<file path="src/rtl/gpio_irq_pkg.sv">
package gpio_irq_pkg;
  localparam int BANK_W = 32;
  localparam int ADDR_W = 8;
  localparam logic [ADDR_W-1:0] STAT_BASE = 8'h80;
  localparam logic [ADDR_W-1:0] EN_BASE   = 8'h90;

  // {level, invert}
  typedef enum logic [1:0] {
    TRIG_RISE = 2'b00,
    TRIG_FALL = 2'b01,
    TRIG_LOW  = 2'b10,
    TRIG_HIGH = 2'b11
  } trig_e;

  function automatic logic [ADDR_W-1:0] stat_addr(input int b);
    return STAT_BASE + ADDR_W'(4 * b);
  endfunction

  function automatic logic [ADDR_W-1:0] en_addr(input int b);
    return EN_BASE + ADDR_W'(4 * b);
  endfunction
endpackage

</file>
<file path="src/rtl/gpio_irq_pin_det.sv">
module gpio_irq_pin_det
  import gpio_irq_pkg::*;
(
  input  logic clk_i,
  input  logic rst_ni,
  input  logic pin_i,
  input  logic level_i,
  input  logic inv_i,
  input  logic sense_ok_i,
  output logic evt_o
);
  logic  prev_q;
  logic  hit;
  trig_e mode;

  always_ff @(posedge clk_i or negedge rst_ni) begin
    if (!rst_ni) prev_q <= 1'b0;
    else         prev_q <= pin_i;
  end

  assign mode = trig_e'({level_i, inv_i});

  always_comb begin
    unique case (mode)
      TRIG_RISE: hit = pin_i & ~prev_q;
      TRIG_FALL: hit = ~pin_i & prev_q;
      TRIG_LOW:  hit = ~pin_i;
      default:   hit = pin_i;
    endcase
  end

  assign evt_o = hit & sense_ok_i;
endmodule

</file>
<file path="src/rtl/gpio_irq_bank.sv">
module gpio_irq_bank #(
  parameter int W = 32
) (
  input  logic         clk_i,
  input  logic         rst_ni,
  input  logic [W-1:0] evt_i,
  input  logic         clr_we_i,
  input  logic         en_we_i,
  input  logic [W-1:0] wdata_i,
  output logic [W-1:0] status_o,
  output logic [W-1:0] enable_o,
  output logic         pend_o
);
  logic [W-1:0] status_q, enable_q, clr_mask;

  assign clr_mask = clr_we_i ? wdata_i : '0;

  always_ff @(posedge clk_i or negedge rst_ni) begin
    if (!rst_ni) begin
      status_q <= '0;
      enable_q <= '0;
    end else begin
      status_q <= (status_q & ~clr_mask) | evt_i;  // new event beats clear
      if (en_we_i) enable_q <= wdata_i;
    end
  end

  assign status_o = status_q;
  assign enable_o = enable_q;
  assign pend_o   = |(status_q & enable_q);
endmodule

</file>
<file path="src/rtl/gpio_irq_detect.sv">
module gpio_irq_detect
  import gpio_irq_pkg::*;
#(
  parameter int NUM_PINS = 95
) (
  input  logic                clk_i,
  input  logic                rst_ni,
  input  logic [NUM_PINS-1:0] pin_i,
  input  logic [NUM_PINS-1:0] trig_level_i,
  input  logic [NUM_PINS-1:0] trig_inv_i,
  input  logic [NUM_PINS-1:0] sense_dis_i,
  input  logic [NUM_PINS-1:0] gpio_mode_i,
  input  logic                req_i,
  input  logic                we_i,
  input  logic [ADDR_W-1:0]   addr_i,
  input  logic [BANK_W-1:0]   wdata_i,
  output logic [BANK_W-1:0]   rdata_o,
  output logic                irq_o
);
  localparam int NUM_BANKS = (NUM_PINS + BANK_W - 1) / BANK_W;
  localparam int TOT_W     = NUM_BANKS * BANK_W;

  logic [NUM_PINS-1:0]  evt_all;
  logic [TOT_W-1:0]     status_all, enable_all;
  logic [NUM_BANKS-1:0] pend_v;
  logic [BANK_W-1:0]    rd_val, rdata_q;
  logic                 irq_q;

  for (genvar p = 0; p < NUM_PINS; p++) begin : g_pin
    gpio_irq_pin_det u_det (
      .clk_i      (clk_i),
      .rst_ni     (rst_ni),
      .pin_i      (pin_i[p]),
      .level_i    (trig_level_i[p]),
      .inv_i      (trig_inv_i[p]),
      .sense_ok_i (~sense_dis_i[p] & gpio_mode_i[p]),
      .evt_o      (evt_all[p])
    );
  end

  for (genvar b = 0; b < NUM_BANKS; b++) begin : g_bank
    localparam int REM = NUM_PINS - b * BANK_W;
    localparam int W   = (REM >= BANK_W) ? BANK_W : REM;
    logic [W-1:0] st, en;

    gpio_irq_bank #(.W(W)) u_bank (
      .clk_i    (clk_i),
      .rst_ni   (rst_ni),
      .evt_i    (evt_all[b*BANK_W +: W]),
      .clr_we_i (req_i && we_i && addr_i == stat_addr(b)),
      .en_we_i  (req_i && we_i && addr_i == en_addr(b)),
      .wdata_i  (wdata_i[W-1:0]),
      .status_o (st),
      .enable_o (en),
      .pend_o   (pend_v[b])
    );

    assign status_all[b*BANK_W +: W] = st;
    assign enable_all[b*BANK_W +: W] = en;
    if (W < BANK_W) begin : g_pad
      assign status_all[b*BANK_W+W +: BANK_W-W] = '0;
      assign enable_all[b*BANK_W+W +: BANK_W-W] = '0;
    end
  end

  always_comb begin
    rd_val = '0;
    for (int b = 0; b < NUM_BANKS; b++) begin
      if (addr_i == stat_addr(b)) rd_val = status_all[b*BANK_W +: BANK_W];
      if (addr_i == en_addr(b))   rd_val = enable_all[b*BANK_W +: BANK_W];
    end
  end

  always_ff @(posedge clk_i or negedge rst_ni) begin
    if (!rst_ni) begin
      rdata_q <= '0;
      irq_q   <= 1'b0;
    end else begin
      if (req_i && !we_i) rdata_q <= rd_val;
      irq_q <= |pend_v;
    end
  end

  assign rdata_o = rdata_q;
  assign irq_o   = irq_q;
endmodule

</file>
<file path="config.mk">
export PLATFORM = sky130hd
export DESIGN_NAME = gpio_irq_detect
export DESIGN_NICKNAME = d
export VERILOG_FILES = /design/src/rtl/gpio_irq_pkg.sv /design/src/rtl/gpio_irq_pin_det.sv /design/src/rtl/gpio_irq_bank.sv /design/src/rtl/gpio_irq_detect.sv
export SDC_FILE = /design/constraint.sdc
export NUM_CORES = 1
export LEC_CHECK = 0
export ABC_AREA = 1
export ABC_CLOCK_PERIOD_IN_PS = 1450
export BUFFER_PORTS_ARGS = -buffer_cell sky130_fd_sc_hd__buf_2
export CORE_AREA = 2 2 212 214
export DETAILED_ROUTE_END_ITERATION = 16
export DIE_AREA = 0 0 214 216
export HOLD_SLACK_MARGIN = 0.03
export MAX_ROUTING_LAYER = met4
export PLACE_DENSITY = 0.81
export SLEW_MARGIN = 10
export SYNTH_ARGS = -nofsm -noshare
export SYNTH_HDL_FRONTEND = slang
export SYNTH_HIERARCHICAL = 1
export SYNTH_SLANG_ARGS = --single-unit
</file>
<file path="constraint.sdc">
create_clock -name clk_i -period 1.45 [get_ports clk_i]
set_clock_uncertainty 0.15 [all_clocks]
set_input_delay 0.0725 -clock clk_i [delete_from_list [all_inputs] [get_ports clk_i]]
set_output_delay 0.0725 -clock clk_i [all_outputs]
set_load 0.005 [all_outputs]
</file>
==> Yosys cells after proc, flatten, opt, wreduce, memory -nomap -nowiden <==
Cells that the tools add are included.
{ "classes": {"mux": 104, "n_lt_le_gt_ge": 0, "multipliers": 0, "reduce_logical": 105, "n_shift": 0, "n_addsub": 0, "n_eq_ne": 196, "div_mod_pow": 0, "n_bitwise": 677} }
{ "ops": {"columns": ["cell", "n"], "rows": [
  ["$and A1 B1 Y1", 380],
  ["$not A1 Y1", 285],
  ["$pmux W1 S3", 95],
  ["$mux W32", 8],
  ["$eq A2 B1 Y1 const B", 95],
  ["$eq A2 B2 Y1 const B", 95],
  ["$logic_not A2 Y1", 95],
  ["$and A32 B32 Y32", 4],
  ["$reduce_or A95 Y1", 1],
  ["$not A32 Y32", 2],
  ["$or A32 B32 Y32", 2],
  ["$and A31 B31 Y31", 2],
  ["$eq A8 B8 Y1 const B", 6],
  ["$mux W31", 1],
  ["$not A31 Y31", 1],
  ["$or A31 B31 Y31", 1],
  ["$logic_and A1 B1 Y1", 8],
  ["$logic_not A1 Y1", 1]
]} }
{ "totals": {"rom_bits": 0, "in_bits": 519, "output_inout_bits": 33, "mem_count": 0, "wordCells": 1185, "latch_bits": 0, "ram_bits": 0, "register_bits": 318} }

==> Logic depth before layout (Yosys ltp) <==
{ "depth": {"depth_word": 7, "mapped_depth": 12, "ltp_nobuf": 11} }

==> Hierarchy <==
The synthesis kept the hierarchy.
{ "modules_own_cells": {"columns": ["module", "area_each_um2", "seq_area_each_um2", "cells_per_inst", "n_inst"], "rows": [
  ["gpio_irq_pin_det", 70.1, 25.0, 13, 95],
  ["gpio_irq_bank (g_bank[0].u_bank ...)", 2757.6, 1601.5, 230, 2],
  ["gpio_irq_detect", 3761.1, 825.8, 745, 1],
  ["gpio_irq_bank (g_bank[2].u_bank)", 2531.2, 1551.5, 223, 1]
]} }

==> Least setup slack after synthesis <==
No wires, ideal clock.
{ "synth_path": {"path_type": "in2reg", "from": "in addr_i[6]", "to": "reg g_bank[1].u_bank.status_q[0]", "path_stages": 10, "setup_time_ps": 118, "t_required_ps": 1182, "setup_slack_ps": -127, "arrival_time_ps": 1309, "n_path_buf": 3, "cell_sequence": "inv_2 -> nand2_2 -> nor2_4 -> nand2_1 -> buf_4 -> buf_6 -> nor2_1 -> buf_2 -> nand2_1 -> a21o_1"} }
{ "synth_via": {"elab_chain_len": 6} }
{ "synth_rtl": {"columns": ["item", "line", "text"], "rows": [
  ["from (decl)", "gpio_irq_detect.sv:15", "input logic [ADDR_W-1:0] addr_i,"],
  ["$eq A8 B8 Y1", "gpio_irq_detect.sv:50", ".clr_we_i (req_i && we_i && addr_i == stat_addr(b)),"],
  ["$logic_and A1 B1 Y1", "gpio_irq_detect.sv:50", null],
  ["$mux W32", "gpio_irq_bank.sv:16", "assign clr_mask = clr_we_i ? wdata_i : '0;"],
  ["$not A32 Y32", "gpio_irq_bank.sv:23", "status_q <= (status_q & ~clr_mask) | evt_i;"],
  ["$and A32 B32 Y32", "gpio_irq_bank.sv:23", null],
  ["$or A32 B32 Y32", "gpio_irq_bank.sv:23", null],
  ["to (signal assigned)", "gpio_irq_bank.sv:23", null],
  ["to (decl)", "gpio_irq_bank.sv:14", "logic [W-1:0] status_q, enable_q, clr_mask;"]
]} }
Every way passes these cells.
A chain may end at the register's enable or synchronous reset.

==> Final worst setup path <==
{ "layout_path": {"from": "reg g_pin[43].u_det.prev_q", "to": "reg g_bank[1].u_bank.status_q[11]"} }
{ "layout_via": {"elab_chain_len": 5, "elab_cells_between_ends": 6, "cone_classes": "mux (1); bitwise (5)"} }
{ "layout_rtl": {"columns": ["item", "line", "text"], "rows": [
  ["from (decl)", "gpio_irq_pin_det.sv:12", "logic prev_q;"],
  ["from (signal assigned)", "gpio_irq_pin_det.sv:18", "else prev_q <= pin_i;"],
  ["$not A1 Y1", "gpio_irq_pin_det.sv:25", "TRIG_RISE: hit = pin_i & ~prev_q;"],
  ["$and A1 B1 Y1", "gpio_irq_pin_det.sv:25", null],
  ["$pmux W1 S3 (*)", "gpio_irq_pin_det.sv:24", "unique case (mode)"],
  ["$and A1 B1 Y1 (*)", "gpio_irq_pin_det.sv:32", "assign evt_o = hit & sense_ok_i;"],
  ["named net evt_all[43]", "gpio_irq_detect.sv:23", "logic [NUM_PINS-1:0] evt_all;"],
  ["$or A32 B32 Y32 (*)", "gpio_irq_bank.sv:23", null]
]} }
The timed path passes the listed nets; every way through them passes the cells marked *.

==> qor.csv <==
stage,metric,value,unit
status,status,finished with violations,
status,violated checks,negative setup slack,
finish,area grow syn2layout,66.59,%
cts,worst skew pair latency,550,ps
worst_setup_path,reg2reg setup slack,-230,ps
worst_setup_path,source of the critical timing path,g_pin[43].u_det/prev_q$_DFF_PN0_,
floorplan,IO Pins,552,
worst_setup_path,data required time of the worst path,1740,ps
sta,final setup fails,5,
finish,layout cell share with drive strength beyond 1,0.2612,
worst_setup_path,Reg2Reg Depth,6,
synthesis,Syn Inst Count,2663,
worst_setup_path,critical path class,reg2reg,
global_routing,first-pass GRT wire length,136.1,mm
sta,fin crit share,1.161,
cts,CTS Sinks,318,
drt,WL/cell,19.29,um
drt,drt total wl,88.93,mm
sta,maximum achievable frequency,594.2,MHz
power,Sw Share,0.2736,
global_routing,GR Overflow Total,0,
drt,top routing layer used,met4,
sta,unrepaired setup endpoints after global routing,yes,
hold_path,Hold Crit Depth,5,
drt,M1 WL,29.56,mm
drt,metal3 WL,9.168,mm
hold_path,Worst Hold Class,in2reg,
cts,Longest Clk Path Bufs,3,
drt,DR vias,24086,
finish,Layout Cells excl Fill,4611,
sta,worst slew pin tran,621.9,ps
floorplan,area of the core,43840,um2
synthesis,YS warnings,6,
worst_setup_path,crit end category,flip-flop,
place,cell count after placement,3968,
synthesis,sequential fraction of the synthesis area,0.4310,
place,dpl hpwl,47.18,mm
finish,Util after Layout,0.7017,
power,clock network power share,0.424,
place,GPL Wtd Cong,0.9088,
synthesis,#FFs+latches synth,318,
drt,DRC,0,
power,Peak VDD IR,0.6796,mV
global_routing,GRT Overall Usage,0.3928,
worst_setup_path,Worst R2R Start,g_pin[43].u_det/prev_q$_DFF_PN0_,
finish,"most common cell after layout, fill and taps aside",nand2_1,
power,Comb pwr share,0.197,
cts,CTS tree,done,
global_routing,initial antenna violation count,17,
drt,met2 routed WL,42.53,mm
sta,Final Hold Vio Count,0,
synthesis,syn_nets,3182,
cts,H-tree depth,2,
worst_setup_path,CP arrival,1970,ps
power,Pint,17.75,mW
sta,Final Critical Period,1683,ps
sta,final hold slack,41.03,ps
cts,"CTS clk-pin slew, worst paths",60,ps
sta,fin worst setup slack,-232.8,ps
power,Leakage,17.02,nW
drt,Routed Antenna Nets,0,
synthesis,"Distinct cells, synth",26,
sta,Slew headroom,0.5839,
finish,nets@finish,4490,
global_routing,largest net degree at the start of global routing,78,
job,max_cap viols,0,
power,P per Cell Area,794.5,nW/um2
place,IO Port Bufs,551,
floorplan,Die Y,216,um
finish,most frequent cells in the layout,"nand2_1 (928), nor2_1 (629), buf_2 (548)",
synthesis,syn_area_per_cell,6.934,um2
power,sequential power share,0.380,
worst_setup_path,Critical Path Source Type,flip-flop,
floorplan,Rows,77,
global_routing,vias in the first global route,25693,
cts,root buffer cell,clkbuf_16,
floorplan,Die W,214,um
drt,drt first-iter violations,2361,
floorplan,Die ar.,46220,um2
power,Net Switching,6.685,mW
floorplan,Starting Density,0.4212,
sta,"Slew Viols, Final",0,
synthesis,area of the mapped netlist,18460,um2
worst_setup_path,maximum fanout along the worst path,2,
cts,CTS buffer count,39,
drt,Pre-Repair DR Iteration Count,9,
drt,Via-to-Cell Ratio,5.224,
hold_path,Hold Path Origin,we_i,
metrics by stage:
stage	setup TNS [ps]	power, mW	cell area (um2)	setup slack (ps)
after CTS	-47.28	23.92	30340	-47.28
after floorplan	-1153	10.76	18540	-38.44
final	-470.5	24.44	30760	-232.8
after global placement	-28220	12.39	23500	-262.6
after detailed placement	-34550	12.47	23500	-298.2
after global routing	-669.2	25.34	30750	-226.4
power groups by stage:
stage               Clock (mW)  Combinational, mW  Sequential, mW
floorplan                    0               1.36            9.40
global placement             0               3.00            9.40
detailed placement           0               3.07            9.41
CTS                       10.4               4.23            9.25
global route              10.8               5.22            9.30
finish                    10.3               4.81            9.28
kinds of logic after synthesis:
group                  count (synthesis)  share of synthesized area
and+or+nand+nor                     1751                     0.3649
buffers and inverters                391                    0.09074
DFF                                  318                     0.4310
AOI/OAI and AO/OA                    108                    0.04323
muxes                                 95                    0.07014
layout make-up:
class / instances / area [um2]
Fill cell: 3010 / 13080
Timing Repair Buffer: 1316 / 10210
Multi-Input combinational cell: 1954 / 9186
Sequential cell: 318 / 7958
Inverter: 342 / 1287
Clock buffer: 52 / 1117
Tap cell: 592 / 740.7
Clock inverter: 15 / 206.4
Antenna cell: 22 / 55.05
registers in the layout, indices dropped and copies added (netlist names):
register,count
irq_o,1
g_bank.u_bank/enable_o,95
g_pin.u_det/prev_q,95
rdata_o,32
g_bank.u_bank/status_o,95
critical path, cell delays in order, from the launching register on:
cell     delay (ps)
dfrtp_1         360
nor2_1           50
nor2_1          490
nand2_1         160
nand2_1         130
nor2_1           90
a21o_1          160
synthesized netlist by cell type, drive strengths merged:
cell type  number  area (um2)
a21o           95       713.2
a21oi           1       5.000
buf            42       364.1
clkbuf          7       26.28
clkinv          1       5.000
dfrtp         318        7958
inv           341        1280
mux2           95        1295
nand2         965        3635
nand3          72       360.4
nand4          12       75.07
nor2          699        2639
nor3            1       16.27
o21ai           4       20.02
o21bai          8       60.06
or2             1       6.260
or3             1       6.260
timing repair:
item / 4_1_cts / 5_1_grt
gates resized for setup: 10 / 98
hold buffers: 547 / 12
gates cloned: 0 / 2
setup endpoints to repair: 1 / 76
endpoints found under the hold margin: 615 / 13
buffers inserted: 2 / 4
pin swaps: 12 / 27
path summary, 6_finish.rpt:
check                                                     endpoint
min                                        rdata_o[31]$_DFFE_PN0P_
max                        g_bank[1].u_bank/status_o[11]$_DFF_PN0_
min reg2reg                                rdata_o[19]$_DFFE_PN0P_
min in group asynchronous         g_pin[26].u_det/prev_q$_DFF_PN0_
max in group asynchronous         g_pin[73].u_det/prev_q$_DFF_PN0_
max reg2reg                g_bank[1].u_bank/status_o[11]$_DFF_PN0_
layer usage:
metal,track usage,vias to the layer above
met4,0.2939,0
met5,-,-
li1,-,10647
met2,0.6330,1701
met1,0.4004,11047
met3,0.1278,691
No activity file was read; power rests on OpenSTA's default activity.
